### config.mk
export PLATFORM = sky130hd
export DESIGN_NAME = elp_locator
export DESIGN_NICKNAME = d
export VERILOG_FILES = /design/src/rtl/elp_pkg.sv /design/src/rtl/elp_counter.sv /design/src/rtl/elp_sig_reg.sv /design/src/rtl/elp_cmp.sv /design/src/rtl/elp_fsm.sv /design/src/rtl/elp_locator.sv
export SDC_FILE = /design/constraint.sdc
export NUM_CORES = 1
export LEC_CHECK = 0
export ABC_AREA = 1
export ABC_CLOCK_PERIOD_IN_PS = 1400
export BUFFER_PORTS_ARGS = -buffer_cell sky130_fd_sc_hd__buf_4
export CAP_MARGIN = 20
export CORE_UTILIZATION = 45
export DETAILED_ROUTE_END_ITERATION = 7
export PLACE_DENSITY = 0.81
export SETUP_SLACK_MARGIN = 0.02
export SLEW_MARGIN = 20
export SYNTH_ARGS = -nofsm -noshare
export SYNTH_HDL_FRONTEND = slang
export SYNTH_SLANG_ARGS = --single-unit
### constraint.sdc
create_clock -name clk -period 1.4 [get_ports clk]
set_clock_uncertainty 0.1 [all_clocks]
set_input_delay 0.21 -clock clk [delete_from_list [all_inputs] [get_ports clk]]
set_output_delay 0.21 -clock clk [all_outputs]
set_load 0.01 [all_outputs]
### src/rtl/elp_pkg.sv
package elp_pkg;

  typedef enum logic {
    ST_RUN    = 1'b0,
    ST_FINISH = 1'b1
  } elp_state_t;

  typedef enum logic {
    MODE_LOCATE = 1'b0,
    MODE_CHECK  = 1'b1
  } elp_mode_t;

  localparam int unsigned ELP_SIG_W = 8;
  localparam logic [ELP_SIG_W-1:0] ELP_TAPS = 8'h1D;

endpackage

### src/rtl/elp_counter.sv
module elp_counter #(
  parameter int unsigned W = 8
) (
  input  logic         clk,
  input  logic         rst_n,
  input  logic         en,
  output logic [W-1:0] count,
  output logic         tc
);

  localparam logic [W-1:0] ONE = W'(1);

  function automatic logic at_end(input logic [W-1:0] v);
    return &v;
  endfunction

  always_ff @(posedge clk) begin
    if (!rst_n) begin
      count <= '0;
    end else if (en) begin
      count <= count + ONE;
    end
  end

  assign tc = at_end(count);

endmodule

### src/rtl/elp_sig_reg.sv
module elp_sig_reg #(
  parameter int unsigned   W    = 8,
  parameter logic [W-1:0]  TAPS = 8'h1D
) (
  input  logic         clk,
  input  logic         rst_n,
  input  logic         seed_one,
  input  logic         en,
  input  logic         din,
  output logic [W-1:0] state
);

  logic         feedback;
  logic [W-1:0] nxt;

  assign feedback = state[W-1];
  assign nxt[0]   = feedback ^ din;

  for (genvar k = 1; k < W; k++) begin : g_bit
    if (TAPS[k]) begin : g_tap
      assign nxt[k] = state[k-1] ^ feedback;
    end else begin : g_pass
      assign nxt[k] = state[k-1];
    end
  end

  always_ff @(posedge clk) begin
    if (!rst_n) begin
      state <= {{(W-1){1'b0}}, seed_one};
    end else if (en) begin
      state <= nxt;
    end
  end

endmodule

### src/rtl/elp_cmp.sv
module elp_cmp #(
  parameter int unsigned W = 8
) (
  input  logic [W-1:0] a,
  input  logic [W-1:0] b,
  output logic         eq
);

  function automatic logic same(input logic [W-1:0] x, input logic [W-1:0] y);
    return ~|(x ^ y);
  endfunction

  assign eq = same(a, b);

endmodule

### src/rtl/elp_fsm.sv
module elp_fsm
  import elp_pkg::*;
(
  input  logic       clk,
  input  logic       rst_n,
  input  logic       mode_in,
  input  logic       tc,
  input  logic       match,
  output elp_mode_t  mode_q,
  output elp_state_t state,
  output logic       found,
  output logic       hit,
  output logic       step_en
);

  assign hit     = (state == ST_RUN) && (mode_q == MODE_LOCATE) && match;
  assign step_en = (state == ST_RUN) && !hit;

  always_ff @(posedge clk) begin
    if (!rst_n) begin
      state  <= ST_RUN;
      mode_q <= elp_mode_t'(mode_in);
      found  <= 1'b0;
    end else if (state == ST_RUN) begin
      if (hit) begin
        state <= ST_FINISH;
        found <= 1'b1;
      end else if (tc) begin
        state <= ST_FINISH;
      end
    end
  end

endmodule

### src/rtl/elp_locator.sv
module elp_locator
  import elp_pkg::*;
#(
  parameter int unsigned  W    = ELP_SIG_W,
  parameter logic [W-1:0] TAPS = ELP_TAPS
) (
  input  logic         clk,
  input  logic         rst_n,
  input  logic         mode_sel,
  input  logic [W-1:0] switch_val,
  input  logic         src_bit,
  output logic [W-1:0] src_addr,
  output logic         shift_en,
  output logic         done,
  output logic         no_err,
  output logic [W-1:0] display
);

  elp_mode_t   mode_q;
  elp_state_t  state;
  logic        found;
  logic        locate_hit;
  logic        cnt_tc;
  logic        sig_match;
  logic        mode_is_check;
  logic        sig_din;
  logic [W-1:0] count;
  logic [W-1:0] sig;

  function automatic logic [W-1:0] pick_display(
    input logic         fin,
    input logic         chk_mode,
    input logic         fnd,
    input logic [W-1:0] s,
    input logic [W-1:0] pos
  );
    if (!fin)     return '0;
    if (chk_mode) return s;
    if (fnd)      return pos;
    return '0;
  endfunction

  assign mode_is_check = (mode_q == MODE_CHECK);
  assign sig_din       = mode_is_check & src_bit;

  elp_counter #(.W(W)) u_count (
    .clk   (clk),
    .rst_n (rst_n),
    .en    (shift_en),
    .count (count),
    .tc    (cnt_tc)
  );

  elp_sig_reg #(.W(W), .TAPS(TAPS)) u_sig (
    .clk      (clk),
    .rst_n    (rst_n),
    .seed_one (~mode_sel),
    .en       (shift_en),
    .din      (sig_din),
    .state    (sig)
  );

  elp_cmp #(.W(W)) u_cmp (
    .a  (sig),
    .b  (switch_val),
    .eq (sig_match)
  );

  elp_fsm u_fsm (
    .clk     (clk),
    .rst_n   (rst_n),
    .mode_in (mode_sel),
    .tc      (cnt_tc),
    .match   (sig_match),
    .mode_q  (mode_q),
    .state   (state),
    .found   (found),
    .hit     (locate_hit),
    .step_en (shift_en)
  );

  assign src_addr = count;
  assign done     = (state == ST_FINISH);
  assign no_err   = done && !mode_is_check && !found;
  assign display  = pick_display(done, mode_is_check, found, sig, count);

endmodule

==> results list, run 1 <==
- The count of nets left with antenna violations once routing finished came out at 0.
* Final setup violation count: 28
* Critical path class: register to register
- From synthesis to final layout, the design area changed by 71.06%.
- Timing would allow up to 532.4 MHz.
* Post-Synthesis Net Count: 198
- Number of iterations in the first detailed-routing pass: 4
* Transition at the pin with the smallest max-transition slack: 0.3419 ns
- At the later pin of the worst-skew pair, clock insertion delay measures 0.32 ns.
* Smallest setup slack after layout: -0.4784 ns
- For this configuration, the core starts out at a cell density of 48.25%.
* Startpoint of the worst hold path: rst_n
- The number of antenna violations at the first check in global routing is 0.
- For hold timing, the worst endpoint is u_count.count[2].
- Summing all placed instances gives a cell area of 1632 um2.
* Share of the cycle needed by the critical path after routing: 134.2%
- During placement, the flow inserted port buffers numbering 30.
- After detailed routing, the number of remaining DRC violations is 0.
* Critical path data required time: 1.51 ns
* Buffer depth of the longest clock path: 2
- Of the total power, the share spent switching nets is 31.73%.
* Relative max-transition margin: 77.17%
- Mapped cell area: 1206 um2
- Instance count of the mapped netlist: 185
- Leading cell type by number of instances after synthesis: sky130_fd_sc_hd__nand2_1
- The hold violation count in the final report was 0.
- WL/cell: 17.22 um
* # H-tree levels: 1
- Summed over all layers, the routed wires come to 4735 um.
* CTS tree: done
* Max FO, Critical Path: 3
* Overall power after layout: 1.190 mW
- Critical path launch point type: register
- Pins Over Slew Limit: 0
* Top FF cell, synth: sky130_fd_sc_hd__dfxtp_1
- Number of flops mapped to enable cells by yosys: 2
- Failing checks: setup timing
* Post-synthesis cell type count: 27
* Global-route usage over all layers: 31.21%
* Share of synthesized registers carrying an async set or reset: 0%
- Worst EP arrival: 1.99 ns
- Power density relative to cell area: 576.8 nW/um2
* CTS Buf Count: 3
- HPWL after DPL: 2375 um
- Iteration-0 DRC Markers: 61
- Mean area per synthesized cell: 6.520 um2
- Once layout is done, the placed cells without fillers occupy 2063 um2.
- Placeable core area: 2500 um2
* Clock network power share: 25.3%
- Entering global routing, the biggest net connects 23 pins.
* Cell accounting for the most synthesized area: sky130_fd_sc_hd__dfxtp_1
- From bottom edge to top edge, the die measures 53.77 um.
* Sequential cell area fraction in the yosys report: 33.20%
- Area fraction of the dominant cell type after synthesis: 28.22%
- Synth area leaders: sky130_fd_sc_hd__dfxtp_1 (28%), sky130_fd_sc_hd__nand2_1 (14%), sky130_fd_sc_hd__nor2_1 (11%)
- Die Footprint: 2891 um2
- Run status: complete, but fails checks
* Setup repair after global routing missed its margin: yes
- After filler insertion, the fill cell instance count of the layout stands at 133.
- Static leakage: 0.9802 nW
- For the worst flop-to-flop path, the logic depth is 11.
- Sw Pwr: 377.5 uW
- Synthesis warning total: 0
- Counting every sink on the clock net gives 19.
* Critical Path End Type: register
- Register-to-register setup slack: -0.48 ns
* Hold depth: 3
* Clock Root Buffer: sky130_fd_sc_hd__clkbuf_4
* I/O pins: 31
* CTS clk-pin slew, worst paths: 0.12 ns
* Global route total overflow: 0
- The endpoint identified for the worst register-to-register timing path is u_count.count[0].
- Layout cell share with drive strength beyond 1: 51.84%
- The worst hold path belongs to the class input port to register.
* Rows: 18
* Number of max-capacitance violations reported: 0
- Antenna diode instance count: 0
- Flops & latches, synth: 19
* Wire length of the first global-routing pass: 6258 um
- The via count of the first global-routing pass was 1333.
* Width of the chip: 53.77 um
- Cell-internal power: 812.4 uW
- Worst IR Drop VDD: 0.6619 mV
* Weighted congestion reported at the end of routability-driven placement: 0.8226
- The routed layout has 1520 vias.
- Registers are responsible for 49.5% of the overall power.
- Vias per std cell: 5.527
- Final net count: 259
- Per report_power, the combinational group accounts for 25.2% of the total.
- The startpoint identified for the worst register-to-register timing path is u_fsm.mode_q.
- List of most frequent post-synthesis cells: sky130_fd_sc_hd__nand2_1 (44), sky130_fd_sc_hd__nor2_1 (34), sky130_fd_sc_hd__inv_1 (21), sky130_fd_sc_hd__nand3_1 (21), sky130_fd_sc_hd__dfxtp_1 (17)
- Minimum clock period: 1.878 ns
==> through the flow <==
stage | utilization (%) | hold slack [ns] | setup WS [ns] | instances | TNS (ns)
6_report | 82.53 | 0.1483 | -0.4784 | 275 | -10.08
5_1_grt | 82.53 | 0.1547 | -0.5248 | 275 | -11.67
4_1_cts | 76.53 | 0.1371 | -0.4095 | 273 | -7.803
3_5_place_dp | 65.27 | 0.3032 | -0.1684 | 259 | -2.473
3_3_place_gp | 65.27 | 0.3045 | -0.1544 | 259 | -2.277
2_1_floorplan | - | 0.2089 | -0.05658 | 185 | -0.6003
==> critical path, stage by stage (launching register included) <==
cell,delay [ns]
sky130_fd_sc_hd__edfxtp_1,0.45
sky130_fd_sc_hd__nor2_2,0.13
sky130_fd_sc_hd__nand2_2,0.07
sky130_fd_sc_hd__nor2_2,0.13
sky130_fd_sc_hd__nand3_2,0.12
sky130_fd_sc_hd__nor2_4,0.17
sky130_fd_sc_hd__nor2_4,0.05
sky130_fd_sc_hd__buf_4,0.13
sky130_fd_sc_hd__buf_6,0.12
sky130_fd_sc_hd__buf_6,0.13
sky130_fd_sc_hd__nor2_4,0.10
sky130_fd_sc_hd__nor2_1,0.07
==> per-layer routing <==
metal	vias up	GRT usage [%]	part of all wire, %
li1	706	-	-
met1	708	40.55	42
met2	79	50.62	48
met3	27	3.672	5.9
met4	0	15.35	3.8
met5	-	0	0
==> placed cells by master (no fill, tap or decap), drive strengths merged, types with 2 or more instances in the layout <==
| cell | count |
|---|---|
| a21oi | 9 |
| nand2 | 46 |
| dfxtp | 17 |
| nand3 | 22 |
| o21bai | 2 |
| xor2 | 3 |
| nor2 | 34 |
| edfxtp | 2 |
| buf | 62 |
| clkbuf | 3 |
| inv | 22 |
| a211oi | 5 |
| xnor2 | 4 |
| o31ai | 2 |
| o21ai | 3 |
==> flip-flops by register name (all words and copies together), names as in the netlist <==
| name | cells |
|---|---|
| u_sig.state | 8 |
| u_count.count | 8 |
| u_fsm.mode_q | 1 |
| u_fsm.found | 1 |
| u_fsm.state | 1 |
==> cells by family (layout without fill, tap and decap cells) <==
| family | after synthesis | after routing | synth area share, % |
|---|---|---|---|
| AO/OA/AOI/OAI | 21 | 21 | 10.58 |
| AND/OR/NAND/NOR | 106 | 107 | 38.18 |
| flip-flops | 19 | 19 | 33.20 |
| adder cells (fa/ha/maj) | 1 | 1 | 1.037 |
| buffers and inverters | 31 | 90 | 11.93 |
| XOR/XNOR | 7 | 7 | 5.083 |
==> cell type report <==
type / instances / area [um2] / share of cell area [%]
clock buffers: 3 / 22.52 / 1.092
clock inverters: 1 / 5.005 / 0.2426
inverters: 23 / 97.59 / 4.730
multi-input cells: 136 / 952.2 / 46.15
flip-flops and latches: 19 / 405.4 / 19.65
well taps: 30 / 37.54 / 1.819
repair buffers: 63 / 543.0 / 26.32
==> power by group through the flow <==
stage / sequential (mW) / clock (mW) / combinational [mW]
2_1_floorplan: 0.609 / 0 / 0.106
3_3_place_gp: 0.597 / 0 / 0.205
3_5_place_dp: 0.597 / 0 / 0.208
4_1_cts: 0.586 / 0.301 / 0.255
5_1_grt: 0.591 / 0.323 / 0.320
6_report: 0.589 / 0.301 / 0.300
==> worst max-delay path by stage <==
stage / from / to
after floorplan: u_fsm.mode_q / u_count.count[1]
after global placement: u_sig.state[0] / u_sig.state[0]
after detailed placement: u_sig.state[0] / u_sig.state[5]
after CTS: u_fsm.mode_q / display[3]
after global routing: u_fsm.mode_q / shift_en
final: u_fsm.mode_q / u_count.count[0]
==> repair_timing <==
item / in CTS / in global routing
resized for setup: 36 / 36
setup buffers: 10 / 3
endpoints found under the hold margin: 1 / 0
pin swaps: 14 / 15
hold buffers: 1 / 0
endpoints found under the setup margin: 28 / 29
gates cloned: 1 / 0
(Power assumes the default switching activity.)
==> run 2, diff against run 1 <==
- ABC_AREA: 1 -> unset
- MAX_ROUTING_LAYER: unset -> met4
- PLACE_DENSITY: 0.81 -> 0.83
==> results list, run 2 <==
* Critical Path End Type: register
- Length in cells of the worst reg-to-reg path: 7
- Summed over its instances, the top area cell type makes up 32.46% of the synthesized netlist area.
- Number of iterations in the first detailed-routing pass: 4
* Power density relative to cell area: 630.0 nW/um2
- CTS built an H-tree with a depth of 1.
* Fill count: 141
* Y dimension of the die: 50.27 um
* Number of max-capacitance violations reported: 0
- Synthesis-to-finish area growth: 69.09%
* CTS Buf Count: 3
- The synthesized design spends more area on one cell type than any other, namely sky130_fd_sc_hd__dfxtp_1.
- For this block, the initial DRC count from the detailed router was 47.
- The floorplan has 17 rows.
* Number of flops mapped to enable cells by yosys: 2
- Entering global routing, the biggest net connects 17 pins.
- Layout cell share with drive strength beyond 1: 54.36%
* Compound-Gate Fraction of Synth Area: 14.92%
* Smallest setup slack after layout: -0.5463 ns
- The region available for standard cell placement spans 2212 um2.
- Vias per std cell: 5.686
- Routability-driven placement finished with a final weighted congestion of 0.8318.
* Number of buffers added on ports: 30
* GR met3 Demand/Resource: 2.121%
- The flow ran to the end, but the final reports show violations.
* Starting density of the core: 47.40%
- The die is 50.27 um wide.
* Worst IR Drop VDD: 0.7238 mV
- Pins Over Slew Limit: 0
- Synthesis warning total: 0
* Clock Root Buffer: sky130_fd_sc_hd__clkbuf_4
- By startpoint and endpoint, the worst setup path is classified as register to register.
- Instance count of the mapped netlist: 135
- For this block, the via count after detailed routing is 1268.
- Yosys instantiated no cell more often than sky130_fd_sc_hd__nor2_1.
* Critical path data required time: 1.54 ns
- The worst pin sits at a relative slew slack of 63.33%.
- The synthesized netlist devotes 24.11% of its cell area to simple gates.
* Post-Synthesis Net Count: 148
- Wire length after detailed routing: 3904 um
- Wire length of the first global-routing pass: 4657 um
- In this run the count of I/O pins placed on the die edge is 31.
* Static leakage: 0.7456 nW
- In this run the deepest clock path goes through 2 buffers.
- The top cell types in the final layout, fill and taps aside, are sky130_fd_sc_hd__buf_4 (53), sky130_fd_sc_hd__nand2_1 (16), sky130_fd_sc_hd__nor2_1 (15), sky130_fd_sc_hd__dfxtp_1 (11).
- Minimum clock period: 1.946 ns
* HPWL after DPL: 2078 um
- The final reports fail on setup timing.
- In the routed design, unresolved DRC markers number 0.
* CTS tree: done
- Initial antenna violation count: 0
* Fraction of synthesized area in multiplexers: 3.819%
- Antenna diode instance count: 0
* Synth area leaders: sky130_fd_sc_hd__dfxtp_1 (32%), sky130_fd_sc_hd__nor2_1 (8.6%), sky130_fd_sc_hd__xor2_1 (7.5%)
- Total number of clock tree sinks: 19
- Critical path launch point type: register
- Tightest Hold Check Type: input port to register
- Of all flip-flops after synthesis, the portion carrying an async set or reset was 0%.
- In the global route stage, overall resource usage came out at 25.03%.
* Final design instance area without fill: 1773 um2
- Top FF cell, synth: sky130_fd_sc_hd__dfxtp_1
* Global route total overflow: 0
- In the finished design, the share of the clock period the worst path needs comes to 139.0%.
- Largest regs: u_count.count (8), u_sig.state (8)
* Mapped cell area: 1049 um2
- Number of hold-slack violations in the final timing report: 0
* CTS clk-pin slew, worst paths: 0.11 ns
- Area after detailed placement: 1460 um2
* Count of antenna-violating nets left after detailed routing: 0
* Fraction of met2 tracks used by global routing: 43.11%
* Fmax: 513.8 MHz
* Flops & latches, synth: 19
* List of most frequent post-synthesis cells: sky130_fd_sc_hd__nor2_1 (24), sky130_fd_sc_hd__dfxtp_1 (17), sky130_fd_sc_hd__nand2_1 (17)
- Synthesized-area fraction occupied by xor and xnor cells: 10.86%
* Transition at the pin with the smallest max-transition slack: 0.5494 ns
* Final net count: 209
- Max FO, Critical Path: 5
- Sequential cell area fraction in the yosys report: 38.19%
- Counting instances, the worst hold path has a depth of 2.
- The floorplan step defined a die boundary enclosing 2527 um2.
- Power comes to 1.117 mW.
- Summing the areas of all fa, ha and maj instances in the mapped netlist gives 1.193% of the synthesized area.
- WL/cell: 17.51 um
* Worst EP arrival: 2.09 ns
- Vias in the first global route: 1075
- Clock latency at the later pin of the worst-skew pair: 0.30 ns
- Dividing the synthesized area by the synthesized cell count gives 7.767 um2.
- After global routing, the most crowded layer is met2.
* Post-synthesis cell type count: 33
* Dominant combinational cell family by area after synthesis: simple AND/OR/NAND/NOR gates
- Final setup violation count: 28
- Leaving out fill and tap cells, the most frequent cell in the layout is sky130_fd_sc_hd__buf_4.
* Setup repair after global routing missed its margin: yes
- Global Route met1 Usage: 29.51%
[run 2: cell types whose count changed after synthesis, sizes merged, moves of 2 or more]
cell    change
a21oi       +5
a31o        +2
nor3        +4
inv        -19
xor2        +6
mux2i       +4
o21ai       +2
nand2      -28
a211oi      -2
or3         +3
o21bai      -2
nor2       -10
nand3      -18
[run 2: power breakdown]
part | internal (mW) | total [mW] | leakage [nW] | switching (mW)
clock network | 0.111 | 0.294 | 0.0150 | 0.183
logic | 0.117 | 0.234 | 0.569 | 0.117
registers | 0.571 | 0.589 | 0.162 | 0.0181
[run 2: per-stage QoR]
step | setup WS (ns) | hold WS (ns) | setup TNS, ns | utilization (%) | cells
after floorplan | -0.2651 | 0.2089 | -3.120 | - | 135
after global placement | -0.3361 | 0.2997 | -4.257 | 66.01 | 209
after detailed placement | -0.4112 | 0.3008 | -5.714 | 66.01 | 209
after CTS | -0.4599 | 0.1160 | -7.638 | 69.97 | 217
after global routing | -0.6190 | 0.1299 | -10.88 | 80.15 | 223
final | -0.5463 | 0.1281 | -9.562 | 80.15 | 223
[run 2: worst max-delay path, stage by stage, from the launching register on]
cell	delay, ns
sky130_fd_sc_hd__dfxtp_1	0.40
sky130_fd_sc_hd__xor2_1	0.19
sky130_fd_sc_hd__nor3_1	0.09
sky130_fd_sc_hd__a31o_1	0.27
sky130_fd_sc_hd__buf_6	0.15
sky130_fd_sc_hd__buf_8	0.12
sky130_fd_sc_hd__or4_4	0.42
sky130_fd_sc_hd__a21oi_2	0.14
[run 2: cell families (layout without fill, tap and decap cells)]
logic type,count (synthesis),after routing
XOR/XNOR,13,13
buffers and inverters,13,73
adder cells (fa/ha/maj),1,1
flip-flops,19,19
AND/OR/NAND/NOR,58,58
AO/OA/AOI/OAI,27,27
multiplexers,4,4
[run 2: what timing repair did]
item / CTS / global route
endpoints found under the setup margin: 27 / 27
hold buffers: 1 / 0
hold endpoints to repair: 1 / 0
setup buffers: 2 / 5
cloned: 1 / 2
pin swaps: 1 / 9
resized for setup: 10 / 43
[run 2: final cells by class]
| type | instances | area, um2 | area share (%) |
|---|---|---|---|
| Tap cell | 28 | 35.03 | 1.976 |
| Timing Repair Buffer | 64 | 546.8 | 30.84 |
| Sequential cell | 19 | 407.9 | 23.01 |
| Clock buffer | 4 | 26.28 | 1.482 |
| Inverter | 5 | 21.27 | 1.200 |
| Multi-Input combinational cell | 103 | 735.7 | 41.50 |
[run 2: final timing paths]
kind / startpoint / end / slack [ns]
max: u_sig.state[2] / u_count.count[7] / -0.55
min: rst_n / u_count.count[2] / 0.13
max reg2reg: u_sig.state[2] / u_count.count[7] / -0.55
min reg2reg: u_count.count[7] / u_fsm.state / 0.47
[run 2: routing by layer]
layer | wire length, um | part of all wire [%] | up-vias
met2 | 1995 | 51 | 54
met4 | 37 | 0.95 | 0
li1 | - | - | 577
met5 | 0 | 0 | -
met3 | 196 | 5.0 | 6
met1 | 1674 | 43 | 631
==> run 3, diff against run 2 <==
- RECOVER_POWER: unset -> 25
==> results list, run 3 (synthesis results as in run 2) <==
* Worst-path cell with the longest stage delay: sky130_fd_sc_hd__or4_4
* Initial antenna violation count: 0
- Once the floorplan was initialized, standard cells occupied 47.40% of the core.
- Final design utilization: 79.98%
- The repair_antennas step left the layout with diodes totalling 0.
* Cell-internal power: 798.9 uW
* Buffer depth of the longest clock path: 2
- Summed over all failing endpoints, the final setup total negative slack is -9.571 ns.
- Critical Path End Type: register
- Number of max-capacitance violations reported: 0
* Worst EP arrival: 2.09 ns
* Width of the chip: 50.27 um
- The detail route stage leaves a number of antenna-violating nets equal to 0.
- For the worst-skew pair, the clock arrives at the later sink with an insertion delay of 0.30 ns.
* Tightest Hold Check Type: input port to register
* Minimum clock period: 1.948 ns
- Pins Over Slew Limit: 0
- Power density relative to cell area: 631.2 nW/um2
- Weighted congestion reported at the end of routability-driven placement: 0.8318
* Global route total overflow: 0
- Wire length after detailed routing: 3901 um
- From synthesis to final layout, the design area changed by 68.74%.
- WL/cell: 17.49 um
- Smallest setup slack after layout: -0.5477 ns
- Wire length of the first global-routing pass: 4657 um
* Number of hold-slack violations in the final timing report: 0
- Critical Path Max Stage Delay: 0.42 ns
* I/O pins: 31
* CTS tree: done
* Number of iterations in the first detailed-routing pass: 4
- Per report_power, the combinational group accounts for 20.9% of the total.
- Summed over all cells, the static leakage comes to 0.7411 nW.
- Fill cells in the final layout number 143.
* Y dimension of the die: 50.27 um
- For this run, design rule violations remaining after detail routing come to 0.
* Max FO, Critical Path: 5
- Cell breakdown of the critical path: xor2_1 > nor3_1 > a31o_1 > buf_6 > buf_8 > or4_4 > a21oi_2
- Vias per std cell: 5.691
* Run status: complete, but fails checks
* Largest regs: u_count.count (8), u_sig.state (8)
* Flop pwr share: 52.7%
* Total number of clock tree sinks: 19
- The via count of the first global-routing pass is 1075.
- Layout cell share with drive strength beyond 1: 53.85%
- The worst register-to-register path begins at u_sig.state[2].
- Of the available clock period, the critical path in the final layout requires 139.1%.
- For this run, the total global-route usage over all layers was measured as 25.03%.
- The worst setup path is of the register to register kind.
- Length in cells of the worst reg-to-reg path: 7
- Rows: 17
- Summed over all nets, the switching power comes to 317.9 uW.
- Via count: 1269
- Clock Root Buffer: sky130_fd_sc_hd__clkbuf_4
- Iteration-0 DRC Markers: 47
- Failing checks: setup timing
- Leaving out fill and tap cells, the most frequent cells in the layout are sky130_fd_sc_hd__buf_4 (51), sky130_fd_sc_hd__nand2_1 (16), sky130_fd_sc_hd__nor2_1 (15), sky130_fd_sc_hd__dfxtp_1 (11).
- Entering global routing, the biggest net connects 17 pins.
* CTS clk-pin slew, worst paths: 0.11 ns
- CTS built an H-tree with a depth of 1.
- In this run the tightest slew margin relative to its limit is 63.40%.
* Setup repair after global routing missed its margin: yes
* Worst IR Drop VDD: 0.7246 mV
- STA classifies the critical path startpoint as a register.
- Launch point of the critical path: u_sig.state[2]
* End of the worst register-to-register path: u_count.count[7]
* Number of buffers added on ports: 30
* Leading cell type in the layout, fill and taps excluded: sky130_fd_sc_hd__buf_4
- Following the worst setup path forward leads to its endpoint at u_count.count[7].
- At the pin with the least slew margin, the transition time is 0.5484 ns.
- In this run, CTS created clock tree buffers numbering 3.
* Fmax: 513.4 MHz
* Switching part of the total: 28.46%
- Per report_power, the clock group accounts for 26.3% of the total.
- Setup violations remaining at the end of the flow were counted as 28.
- Final net count: 209
* Critical path data required time: 1.54 ns
- Die Footprint: 2527 um2
- The floorplan step defined a core boundary enclosing 2212 um2.
- HPWL after DPL: 2078 um
- Register-to-register setup slack: -0.55 ns
run 3: changes by cell type in the layout (fill, tap and decap cells not counted), sizes merged:
cell	before	now
clkbuf	5	7
buf	62	60
run 3: repair_timing:
action	4_1_cts	5_1_grt
gates cloned	1	2
resized for setup	10	43
endpoints found under the setup margin	27	27
hold buffers	1	0
endpoints found under the hold margin	1	0
pin swaps	1	9
setup buffers	2	5
run 3: layer usage:
| metal | vias up | GRT usage [%] | share of wire (%) |
|---|---|---|---|
| li1 | 577 | - | - |
| met1 | 632 | 29.51 | 43 |
| met2 | 54 | 43.11 | 51 |
| met3 | 6 | 2.121 | 5.0 |
| met4 | 0 | 10.95 | 0.95 |
| met5 | - | - | 0 |
run 3: cell type report:
| class | instances | area (um2) | share of cell area [%] |
|---|---|---|---|
| Clock buffer | 4 | 26.28 | 1.485 |
| Inverter | 5 | 21.27 | 1.202 |
| Multi-Input combinational cell | 103 | 735.7 | 41.58 |
| Sequential cell | 19 | 407.9 | 23.06 |
| Tap cell | 28 | 35.03 | 1.980 |
| Timing Repair Buffer | 64 | 543.0 | 30.69 |
run 3: worst min-delay path by stage:
stage | from | end | slack [ns] | cells after the start
after global routing | rst_n | u_count.count[2] | 0.13 | 2
after floorplan | mode_sel | u_fsm.mode_q | 0.21 | 0
after detailed placement | mode_sel | u_fsm.mode_q | 0.30 | 1
after global placement | mode_sel | u_fsm.mode_q | 0.30 | 1
final | rst_n | u_count.count[2] | 0.13 | 2
after CTS | rst_n | u_count.count[2] | 0.12 | 2
run 3: stage by stage:
stage	setup WS (ns)	total power, mW	instance area, um2	cells	hold slack (ns)
global route	-0.6190	1.143	1769	223	0.1299
finish	-0.5477	1.117	1769	223	0.1284
global placement	-0.3361	0.7614	1460	209	0.2997
detailed placement	-0.4112	0.7686	1460	209	0.3008
floorplan	-0.2651	0.6794	1074	135	0.2089
CTS	-0.4599	1.060	1548	217	0.1160
run 3: power by group through the flow:
stage / logic [mW] / clock network (mW) / registers, mW
2_1_floorplan: 0.0754 / 0 / 0.604
3_3_place_gp: 0.166 / 0 / 0.596
3_5_place_dp: 0.171 / 0 / 0.597
4_1_cts: 0.184 / 0.291 / 0.586
5_1_grt: 0.247 / 0.305 / 0.591
6_report: 0.234 / 0.294 / 0.589
run 3: critical path: cells and delay by family, from the launching register on:
| kind | cells | cell delay [ns] |
|---|---|---|
| buffers and inverters | 2 | 0.27 |
| DFF | 1 | 0.40 |
| and+or+nand+nor | 2 | 0.51 |
| xor gates and xnor gates | 1 | 0.19 |
| AOI/OAI and AO/OA | 2 | 0.41 |
